<file path="src/rtl/spi_cmd_pkg.sv">
package spi_cmd_pkg;

  localparam logic [7:0] CMD_POP_A  = 8'hA0;
  localparam logic [7:0] CMD_POP_B  = 8'hC0;
  localparam logic [7:0] CMD_TWR_A  = 8'h14;
  localparam logic [7:0] CMD_TWR_B  = 8'h28;
  localparam logic [7:0] CMD_TRD_A  = 8'h98;
  localparam logic [7:0] CMD_TRD_B  = 8'hB8;

  typedef enum logic [1:0] {
    K_NONE,
    K_POP,
    K_TWR,
    K_TRD
  } cmd_kind_e;

  typedef struct packed {
    cmd_kind_e kind;
    logic      ch;
  } cmd_dec_t;

  function automatic cmd_dec_t decode_cmd(input logic [7:0] code);
    cmd_dec_t d;
    d.kind = K_NONE;
    d.ch   = 1'b0;
    case (code)
      CMD_POP_A: d.kind = K_POP;
      CMD_POP_B: begin d.kind = K_POP; d.ch = 1'b1; end
      CMD_TWR_A: d.kind = K_TWR;
      CMD_TWR_B: begin d.kind = K_TWR; d.ch = 1'b1; end
      CMD_TRD_A: d.kind = K_TRD;
      CMD_TRD_B: begin d.kind = K_TRD; d.ch = 1'b1; end
      default:   d.kind = K_NONE;
    endcase
    return d;
  endfunction

endpackage

</file>
<file path="src/rtl/spi_cmd_sync.sv">
module spi_cmd_sync #(
  parameter int STAGES = 2
) (
  input  logic clk_i,
  input  logic rst_ni,
  input  logic sclk_i,
  input  logic cs_ni,
  input  logic mosi_i,
  output logic sclk_rise_o,
  output logic frame_act_o,
  output logic mosi_o
);

  localparam int NSIG = 3;

  logic [NSIG-1:0] raw;
  logic [NSIG-1:0] synced;
  logic            sclk_prev;

  // index 0: sclk, 1: chip select (active high), 2: mosi
  assign raw = {mosi_i, ~cs_ni, sclk_i};

  for (genvar k = 0; k < NSIG; k++) begin : g_sync
    logic [STAGES-1:0] chain;
    always_ff @(posedge clk_i or negedge rst_ni) begin
      if (!rst_ni) chain <= '0;
      else         chain <= {chain[STAGES-2:0], raw[k]};
    end
    assign synced[k] = chain[STAGES-1];
  end

  always_ff @(posedge clk_i or negedge rst_ni) begin
    if (!rst_ni) sclk_prev <= 1'b0;
    else         sclk_prev <= synced[0];
  end

  assign sclk_rise_o = synced[0] & ~sclk_prev;
  assign frame_act_o = synced[1];
  assign mosi_o      = synced[2];

  p_rise_single_r10: assert property (@(posedge clk_i) disable iff (!rst_ni)
    sclk_rise_o |=> !sclk_rise_o);

endmodule

</file>
<file path="src/rtl/spi_cmd_bitio.sv">
module spi_cmd_bitio #(
  parameter int TX_W = 32
) (
  input  logic            clk_i,
  input  logic            rst_ni,
  input  logic            frame_act_i,
  input  logic            rise_i,
  input  logic            mosi_i,
  input  logic            load_i,
  input  logic [TX_W-1:0] load_data_i,
  output logic            byte_done_o,
  output logic [7:0]      rx_byte_o,
  output logic            miso_o
);

  logic [2:0]      bit_cnt;
  logic [6:0]      rx_sr;
  logic [TX_W-1:0] tx_sr;
  logic            step;

  assign step        = frame_act_i & rise_i;
  assign byte_done_o = step && (bit_cnt == 3'd7);
  assign rx_byte_o   = {rx_sr, mosi_i};
  assign miso_o      = tx_sr[TX_W-1];

  always_ff @(posedge clk_i or negedge rst_ni) begin
    if (!rst_ni) begin
      bit_cnt <= '0;
      rx_sr   <= '0;
      tx_sr   <= '0;
    end else if (!frame_act_i) begin
      bit_cnt <= '0;
      rx_sr   <= '0;
      tx_sr   <= '0;
    end else begin
      if (step) begin
        bit_cnt <= bit_cnt + 3'd1;
        rx_sr   <= {rx_sr[5:0], mosi_i};
      end
      // the master has just captured the current bit: present the next one
      if (load_i)    tx_sr <= load_data_i;
      else if (step) tx_sr <= {tx_sr[TX_W-2:0], 1'b0};
    end
  end

  p_load_at_boundary_r3: assert property (@(posedge clk_i) disable iff (!rst_ni)
    load_i |-> byte_done_o);

  p_idle_quiet_r1: assert property (@(posedge clk_i) disable iff (!rst_ni)
    !frame_act_i |=> !miso_o);

endmodule

</file>
<file path="src/rtl/spi_cmd_ctrl.sv">
module spi_cmd_ctrl
  import spi_cmd_pkg::*;
#(
  parameter int WORD_W    = 32,
  parameter int TBL_BYTES = 32,
  localparam int ADDR_W   = $clog2(TBL_BYTES),
  localparam int CNT_W    = $clog2(TBL_BYTES + 1)
) (
  input  logic                   clk_i,
  input  logic                   rst_ni,
  input  logic                   frame_act_i,
  input  logic                   byte_done_i,
  input  logic [7:0]             rx_byte_i,
  input  logic [1:0][WORD_W-1:0] fifo_word_i,
  input  logic [1:0][7:0]        tbl_rdata_i,
  output logic                   load_o,
  output logic [WORD_W-1:0]      load_data_o,
  output logic [1:0]             fifo_pop_o,
  output logic [1:0]             tbl_we_o,
  output logic [ADDR_W-1:0]      tbl_addr_o,
  output logic [7:0]             tbl_wdata_o
);

  typedef enum logic [1:0] {
    PH_CMD,
    PH_TWR,
    PH_TRD,
    PH_SKIP
  } phase_e;

  localparam logic [CNT_W-1:0] LAST_BYTE = CNT_W'(TBL_BYTES - 1);

  phase_e            state_q;
  logic              ch_q;
  logic [CNT_W-1:0]  cnt_q;
  logic [ADDR_W-1:0] addr_q;
  cmd_dec_t          dec;

  assign dec         = decode_cmd(rx_byte_i);
  assign tbl_addr_o  = addr_q;
  assign tbl_wdata_o = rx_byte_i;

  always_comb begin
    load_o      = 1'b0;
    load_data_o = '0;
    fifo_pop_o  = '0;
    tbl_we_o    = '0;
    if (byte_done_i) begin
      case (state_q)
        PH_CMD: begin
          if (dec.kind == K_POP) begin
            fifo_pop_o[dec.ch] = 1'b1;
            load_o             = 1'b1;
            load_data_o        = fifo_word_i[dec.ch];
          end else if (dec.kind == K_TRD) begin
            load_o      = 1'b1;
            load_data_o = {tbl_rdata_i[dec.ch], {(WORD_W-8){1'b0}}};
          end
        end
        PH_TWR: tbl_we_o[ch_q] = 1'b1;
        PH_TRD: begin
          if (cnt_q < LAST_BYTE) begin
            load_o      = 1'b1;
            load_data_o = {tbl_rdata_i[ch_q], {(WORD_W-8){1'b0}}};
          end
        end
        default: ;
      endcase
    end
  end

  always_ff @(posedge clk_i or negedge rst_ni) begin
    if (!rst_ni) begin
      state_q <= PH_CMD;
      ch_q    <= 1'b0;
      cnt_q   <= '0;
      addr_q  <= '1;
    end else if (!frame_act_i) begin
      state_q <= PH_CMD;
      ch_q    <= 1'b0;
      cnt_q   <= '0;
      addr_q  <= '1;
    end else if (byte_done_i) begin
      case (state_q)
        PH_CMD: begin
          ch_q  <= dec.ch;
          cnt_q <= '0;
          case (dec.kind)
            K_TWR:   state_q <= PH_TWR;
            K_TRD: begin
              state_q <= PH_TRD;
              addr_q  <= addr_q - 1'b1;  // keep pointing at the next byte to send
            end
            default: state_q <= PH_SKIP;
          endcase
        end
        PH_TWR, PH_TRD: begin
          cnt_q  <= cnt_q + 1'b1;
          addr_q <= addr_q - 1'b1;
          if (cnt_q == LAST_BYTE) state_q <= PH_SKIP;
        end
        default: ;
      endcase
    end
  end

  p_pop_onehot_r2: assert property (@(posedge clk_i) disable iff (!rst_ni)
    $onehot0(fifo_pop_o));

  p_pop_once_r2: assert property (@(posedge clk_i) disable iff (!rst_ni)
    (fifo_pop_o != 2'b00) |=> (state_q == PH_SKIP));

  p_we_addr_step_r4: assert property (@(posedge clk_i) disable iff (!rst_ni)
    (tbl_we_o != 2'b00) |=> (addr_q == $past(addr_q) - 1'b1));

  p_skip_silent_r6: assert property (@(posedge clk_i) disable iff (!rst_ni)
    (state_q == PH_SKIP) |-> (fifo_pop_o == 2'b00 && tbl_we_o == 2'b00 && !load_o));

  p_strobe_excl_r7: assert property (@(posedge clk_i) disable iff (!rst_ni)
    !((fifo_pop_o != 2'b00) && (tbl_we_o != 2'b00)));

  p_strobe_in_frame_r8: assert property (@(posedge clk_i) disable iff (!rst_ni)
    ((fifo_pop_o != 2'b00) || (tbl_we_o != 2'b00)) |-> frame_act_i);

endmodule

</file>
<file path="src/rtl/spi_cmd_decoder.sv">
module spi_cmd_decoder #(
  parameter int WORD_W      = 32,
  parameter int TBL_BITS    = 256,
  parameter int SYNC_STAGES = 2
) (
  input  logic                               clk_i,
  input  logic                               rst_ni,
  input  logic                               sclk_i,
  input  logic                               cs_ni,
  input  logic                               mosi_i,
  output logic                               miso_o,
  output logic [1:0]                         fifo_pop_o,
  input  logic [1:0][WORD_W-1:0]             fifo_word_i,
  output logic [1:0]                         tbl_we_o,
  output logic [$clog2(TBL_BITS/8)-1:0]      tbl_addr_o,
  output logic [7:0]                         tbl_wdata_o,
  input  logic [1:0][7:0]                    tbl_rdata_i
);

  localparam int TBL_BYTES = TBL_BITS / 8;

  logic              sclk_rise;
  logic              frame_act;
  logic              mosi_s;
  logic              byte_done;
  logic [7:0]        rx_byte;
  logic              load;
  logic [WORD_W-1:0] load_data;

  spi_cmd_sync #(
    .STAGES(SYNC_STAGES)
  ) u_sync (
    .clk_i      (clk_i),
    .rst_ni     (rst_ni),
    .sclk_i     (sclk_i),
    .cs_ni      (cs_ni),
    .mosi_i     (mosi_i),
    .sclk_rise_o(sclk_rise),
    .frame_act_o(frame_act),
    .mosi_o     (mosi_s)
  );

  spi_cmd_bitio #(
    .TX_W(WORD_W)
  ) u_bitio (
    .clk_i      (clk_i),
    .rst_ni     (rst_ni),
    .frame_act_i(frame_act),
    .rise_i     (sclk_rise),
    .mosi_i     (mosi_s),
    .load_i     (load),
    .load_data_i(load_data),
    .byte_done_o(byte_done),
    .rx_byte_o  (rx_byte),
    .miso_o     (miso_o)
  );

  spi_cmd_ctrl #(
    .WORD_W   (WORD_W),
    .TBL_BYTES(TBL_BYTES)
  ) u_ctrl (
    .clk_i      (clk_i),
    .rst_ni     (rst_ni),
    .frame_act_i(frame_act),
    .byte_done_i(byte_done),
    .rx_byte_i  (rx_byte),
    .fifo_word_i(fifo_word_i),
    .tbl_rdata_i(tbl_rdata_i),
    .load_o     (load),
    .load_data_o(load_data),
    .fifo_pop_o (fifo_pop_o),
    .tbl_we_o   (tbl_we_o),
    .tbl_addr_o (tbl_addr_o),
    .tbl_wdata_o(tbl_wdata_o)
  );

  p_cmd_byte_quiet_r9: assert property (@(posedge clk_i) disable iff (!rst_ni)
    (!frame_act) |=> (!miso_o));

endmodule

</file>
<file path="config.mk">
export PLATFORM = sky130hd
export DESIGN_NAME = spi_cmd_decoder
export DESIGN_NICKNAME = d
export VERILOG_FILES = /design/src/rtl/spi_cmd_pkg.sv /design/src/rtl/spi_cmd_sync.sv /design/src/rtl/spi_cmd_bitio.sv /design/src/rtl/spi_cmd_ctrl.sv /design/src/rtl/spi_cmd_decoder.sv
export SDC_FILE = /design/constraint.sdc
export NUM_CORES = 1
export LEC_CHECK = 0
export BUFFER_PORTS_ARGS = -buffer_cell sky130_fd_sc_hd__buf_4
export CAP_MARGIN = 20
export CORE_MARGIN = 4
export CORE_UTILIZATION = 24
export DETAILED_ROUTE_END_ITERATION = 8
export GPL_TIMING_DRIVEN = 0
export HOLD_SLACK_MARGIN = 0.06
export PLACE_DENSITY = 0.48
export SKIP_CTS_REPAIR_TIMING = 1
export SLEW_MARGIN = 10
export SYNTH_ARGS = -nofsm -noshare
export SYNTH_HDL_FRONTEND = slang
export SYNTH_SLANG_ARGS = --single-unit
export TNS_END_PERCENT = 50
</file>
<file path="constraint.sdc">
create_clock -name clk_i -period 1.8 [get_ports clk_i]
set_input_delay 0.18 -clock clk_i [delete_from_list [all_inputs] [get_ports clk_i]]
set_output_delay 0.18 -clock clk_i [all_outputs]
set_load 0.05 [all_outputs]
</file>
* After elaboration in Yosys (flattened, before gate mapping)
Index checks and enable logic that the tools add are counted.
** Cells by class
- Equality and inequality tests :: 20
- Multiplexer cells :: 49
- Reductions and logical operators :: 13
- Bitwise operators :: 4
- $add $sub $neg :: 3
- $lt $le $gt $ge :: 5
** Operator list (count)
- 2-to-1 mux 32 bit :: 9
- case mux 32 bit (2 select lines) :: 1
- equality test 8 bit (second input constant) :: 4
- 2-to-1 mux 8 bit :: 4
- 2-to-1 mux 2 bit :: 8
- 2-to-1 mux 5 bit :: 3
- 2-to-1 mux 7 bit :: 2
- 2-to-1 mux 6 bit :: 2
- case mux 6 bit (2 select lines) :: 1
- 2-to-1 mux 1 bit :: 10
- case mux 5 bit (2 select lines) :: 1
- inequality test 3 x 2 -> 1 bit (second input constant) :: 3
- equality test 8 x 5 -> 1 bit (second input constant) :: 1
- equality test 8 x 6 -> 1 bit (second input constant) :: 1
- case mux 2 bit (2 select lines) :: 2
- OR reduction 2 bit :: 4
- adder 6 x 1 -> 6 bit (second input constant) :: 1
- equality test 2 bit (second input constant) :: 3
- equality test 6 x 5 -> 1 bit (second input constant) :: 1
- < comparator 6 x 5 -> 1 bit (second input constant) :: 1
- 2-to-1 mux 3 bit :: 2
- case mux 2 bit (3 select lines) :: 1
- AND reduction 3 bit :: 2
- subtractor 5 x 1 -> 5 bit (second input constant) :: 1
- 16 further kinds :: 26
** Storage, ports and cells
- Flip-flop bits (word level) :: 63
- Bits of input ports :: 85
- Word-level logic and storage cells :: 105
- Output and inout bits :: 18

* Depth between registers and ports, before layout
- Depth after elaboration :: 11
- Mapped depth :: 9

* Cells and area by module
Synthesis repeated with hierarchy kept, for this count alone.
** Unflattened totals
- Cells, all modules :: 403
- Area, all modules :: 4376.7 µm²
** Modules (own cells, without submodules)
- spi_cmd_bitio :: instances 1, cells an instance 178, area an instance 2336.0 µm²
- spi_cmd_ctrl :: instances 1, cells an instance 216, area an instance 1848.0 µm²
- spi_cmd_sync :: instances 1, cells an instance 9, area an instance 192.7 µm²

* Worst setup path before layout
Ideal clock, no wire load.
- Path kind :: register -> output
- Start point :: reg u_bitio.rx_sr[6]
- End point :: out fifo_pop_o[0]
- Required time :: 1.620 ns
- Stages on the path, launching flop included :: 5
- Arrival :: 2.410 ns
- Setup slack :: -0.790 ns
- Cells stage by stage :: dfrtp_1 buf_4 nor4b_4 nand3_1 nor3_1
** On the way
- Longest elaborated chain between the ends :: 10
- Elaborated cells on any way between the ends :: 21
- Those cells by class :: order compare (2); eq/ne (7); mux (7); reduce/logical (5)
** Ends and longest elaborated chain
- start, declared :: RTL line spi_cmd_bitio.sv:17 : logic [6:0] rx_sr;
- start signal, assigned :: RTL line spi_cmd_bitio.sv:38 : rx_sr <= {rx_sr[5:0], mosi_i};
- equality test 8 bit or equality test 8 x 6 -> 1 bit (tied branches) :: RTL line spi_cmd_pkg.sv:26 : case (code)
- OR reduction 3 bit (no source line)
- 2-to-1 mux 1 bit :: RTL line spi_cmd_pkg.sv:26
- < comparator 1 x 2 -> 1 bit (implied by the code) or greater-or-equal comparator 1 bit (tied branches) :: RTL line spi_cmd_ctrl.sv:52 : fifo_pop_o[dec.ch] = 1'b1;
- logical AND 1 bit (implied by the code) :: RTL line spi_cmd_ctrl.sv:52
- 2-to-1 mux 1 bit (implied by the code) :: RTL line spi_cmd_ctrl.sv:52
- demux 1 bit (select 1 bit)
- 2-to-1 mux 2 bit * :: RTL line spi_cmd_ctrl.sv:51 : if (dec.kind == K_POP) begin
- 2-to-1 mux 2 bit * :: RTL line spi_cmd_ctrl.sv:49 : case (state_q)
- 2-to-1 mux 2 bit * :: RTL line spi_cmd_ctrl.sv:48 : if (byte_done_i) begin
- end, declared :: RTL line spi_cmd_decoder.sv:12 : output logic [1:0] fifo_pop_o,
Mark *: on every way between the ends. The rest lies on a longest branch, timed or not.

* Worst setup path after layout
- Start point :: reg u_bitio.bit_cnt[1]
- End point :: out fifo_pop_o[0]
** On the way
- Longest elaborated chain between the ends :: 3
** Ends and longest elaborated chain
- start, declared :: RTL line spi_cmd_bitio.sv:16 : logic [2:0] bit_cnt;
- start signal, assigned :: RTL line spi_cmd_bitio.sv:37 : bit_cnt <= bit_cnt + 3'd1;
- equality test 3 bit :: RTL line spi_cmd_bitio.sv:22 : assign byte_done_o = step && (bit_cnt == 3'd7);
- logical AND 1 bit :: RTL line spi_cmd_bitio.sv:22
- 2-to-1 mux 2 bit :: RTL line spi_cmd_ctrl.sv:48
No other way between the ends.

==> impl_metrics.toml <==
[synth]
yosysTopAreaCellShare_pct = 39.0
synthArstFlopShare_pct = 100
synthTopCellsByCount = "58 x dfrtp_1, 40 x nand2_1, 32 x a22oi_1"
ys_types = 58
syn_area_um2 = 3720
synth_warnings = 0
synth_nets = 481
yosys.area.top_type = "dfrtp_1"
yosysSeqAreaShare_pct = 42.5
synth.most_common_cell = "dfrtp_1"
synth-seq-cells = 63
synth_edf_count = 0
synthCells = 389
yosys-top-cells-area = "dfrtp_1 39%, a22oi_1 6.5%, a221o_1 5.1%, nand2_1 4.0%, o21ai_0 3.8%"
synth_area_per_cell_um2 = 9.56
ys.flop_type = "dfrtp_1"

[die]
num_rows = 45
die_y_um = 132
io_pins = 103
coreArea_um2 = 15200
die_area_um2 = 17600
die_w_um = 132
initial_core_util_pct = 24.5

[layout]
finalNonFillerCells = 722
syn_to_final_growth_pct = 51.3
drive_gt1_share_pct = 44.4
nFillCells = 1552
final_util_pct = 37.0
nets = 621
design_area_um2 = 5630
diodes = 0

[routing]
via_per_inst = 5.04
drt-total-wl_um = 12300
drtIter0Drc = 200
ant_nets = 0
vias = 3642
drc = 0
post_drt_wl_per_cell_um = 17.1
first_pass_iters = 5

[timing]
tightest_slew_ns = 0.842
min_period_ns = 2.10
fin_skew_ns = 0.00797
setup_viol = 41
fin_crit_sh_pct = 117
rsz0062_at_grt = "yes"
fmax_ghz = 0.475
setup_ws_ns = -0.304
final-hold-violation-count = 0
drv_slew = 0
max-slew-margin-rel_pct = 43.9

[power]
finalPower_mw = 4.24
p_leak_nw = 2.27
peakVddDrop_v = 0.000553
power.density_nw_per_um2 = 753

[clocking]
clk_latency_ns = 0.33
cts_buffer_depth = 2
clockRootBuffer = "clkbuf_16"
cts_buffers = 9
clock_sinks = 63
clk_pin_slew_worst_paths_ns = 0.06
cts.htree.levels = 3
tritoncts = "yes"

[setup_path]
cp.required_ns = 1.62
arrival_ns = 1.92
cp_slowest_cell = "dfrtp_1"
critPathMaxFanout = 4
rrSetupSlack_ns = -0.25
critPathKind = "flip-flop to primary output"
start_kind = "flip-flop"
rr_startpoint = "u_bitio.bit_cnt[1]"
crit_family = "simple AND/OR/NAND/NOR gates"
crit_buf_inv = 2
critPathMaxStageDelay_ns = 0.40
ff2ff_path_depth = 9
crit_chain = "ha_4 > ha_4 > and4b_1 > buf_6 > nand3_4 > nor3_4 > buf_6"
r2r_end = "u_bitio.tx_sr[16]"
endpoint_kind = "primary output"

[run]
cap_violations = 0

[run_status]
failed_checks = "negative setup slack"
status = "complete, but fails checks"

[min_path]
min_to = "u_bitio.tx_sr[0]"
whs_path_depth = 3
hp-class = "input pin to flip-flop"
hp-start = "fifo_word_i[32]"

[global_route]
antenna_found_initial = 0
grt_usage_pct = 13.4
grt_max_degree = 64
grt_pass1_wl_um = 18900
grt.overflow.total = 0
grt_pass1_vias = 3606

[placed_design]
io_buffers = 102
dpl_cell_area_um2 = 4780
dp_hpwl_um = 8800
dp.cells = 679
place_congestion = 0.777
place_ws_ns = -0.454
[stage by stage]
stage	hold slack [ns]	setup TNS [ns]
2_1_floorplan	-0.116	-3.99
3_3_place_gp	0.291	-14.09
3_5_place_dp	0.291	-15.17
4_1_cts	-0.0593	-17.08
5_1_grt	0.164	-9.98
6_report	0.164	-7.34
[worst reg2reg max path: stages, from the launching register on]
cell and delay [ns]:
dfrtp_1 0.41, ha_4 0.18, ha_4 0.16, and4b_1 0.20, buf_6 0.13, nand3_4 0.11
o21bai_4 0.22, buf_4 0.18, nor2_1 0.04, a221o_2 0.29
[cell families after synthesis]
kind of cell             Yosys count  synth area share, %
flip-flops                        63                 42.5
multiplexers                       8                 2.15
AND/OR/NAND/NOR                  128                 17.7
buffers and inverters             39                 5.28
AO/OA/AOI/OAI                    138                 28.6
XOR/XNOR                           6                 1.41
adder cells (fa/ha/maj)            7                 2.35
[cells in the final DEF (no fill, tap or decap), types with 3 or more instances in the layout]
cell,Yosys,final
buf_2,6,5
inv_1,7,6
and2_1,4,3
a221o_2,6,6
buf_4,7,122
o21ai_0,28,25
o221ai_1,6,6
nand2b_1,4,4
xor2_1,4,3
a22oi_1,32,32
o22ai_1,8,8
a21oi_1,9,9
dlygate4sd3_1,0,4
nor3_1,4,3
ha_4,0,3
nor2_4,1,15
ha_1,7,3
clkbuf_1,14,7
a21boi_0,11,11
nor2b_1,6,4
clkbuf_16,0,9
dfrtp_2,0,7
nand3_1,20,17
mux2i_1,8,8
nand2_1,40,39
nor2_2,0,6
clkbuf_2,1,6
dfrtp_1,58,51
a221o_1,19,19
nor2_1,31,11
dfstp_2,5,5
buf_6,2,12
[layer usage]
metal / vias up / track usage (%) / part of all wire, %
met1: 1777 / 18.3 / 46
met4: 0 / 4.50 / 1.8
met5: - / 0 / 0
met2: 92 / 20.9 / 47
li1: 1757 / - / -
met3: 16 / 2.89 / 4.5
[cell type report]
class / count / area [µm²] / area share, %
multi-input combinational: 287 / 2210 / 39.3
sequential: 63 / 1590 / 28.3
buffer: 30 / 204 / 3.62
clock buffer: 11 / 243 / 4.31
timing repair buffer: 131 / 1040 / 18.4
clock inverter: 5 / 81.3 / 1.45
tap: 188 / 235 / 4.18
inverter: 7 / 26.3 / 0.467
[where the power goes]
part           switching [mW]  internal (mW)
logic                   0.438          0.379
clock network           0.640           1.25
registers              0.0511           1.48
[registers in the layout, indices dropped and copies added (netlist names)]
name,count
u_sync.sclk_prev,1
u_ctrl.cnt_q,6
u_bitio.tx_sr,32
u_ctrl.ch_q,1
u_ctrl.state_q,2
u_sync.g_sync.chain,6
u_ctrl.tbl_addr_o,5
u_bitio.rx_sr,7
u_bitio.bit_cnt,3
[worst max path at each step]
stage	from	end	slack [ns]	cells after the start
2_1_floorplan	u_bitio.bit_cnt[0]	u_bitio.tx_sr[23]	-0.18	9
3_3_place_gp	u_bitio.bit_cnt[0]	u_bitio.tx_sr[17]	-0.44	9
3_5_place_dp	u_bitio.bit_cnt[0]	u_bitio.tx_sr[10]	-0.45	9
4_1_cts	u_bitio.rx_sr[4]	fifo_pop_o[1]	-0.58	5
5_1_grt	u_bitio.bit_cnt[1]	fifo_pop_o[0]	-0.34	7
6_report	u_bitio.bit_cnt[1]	fifo_pop_o[0]	-0.30	7
(Power assumes the default switching activity.)
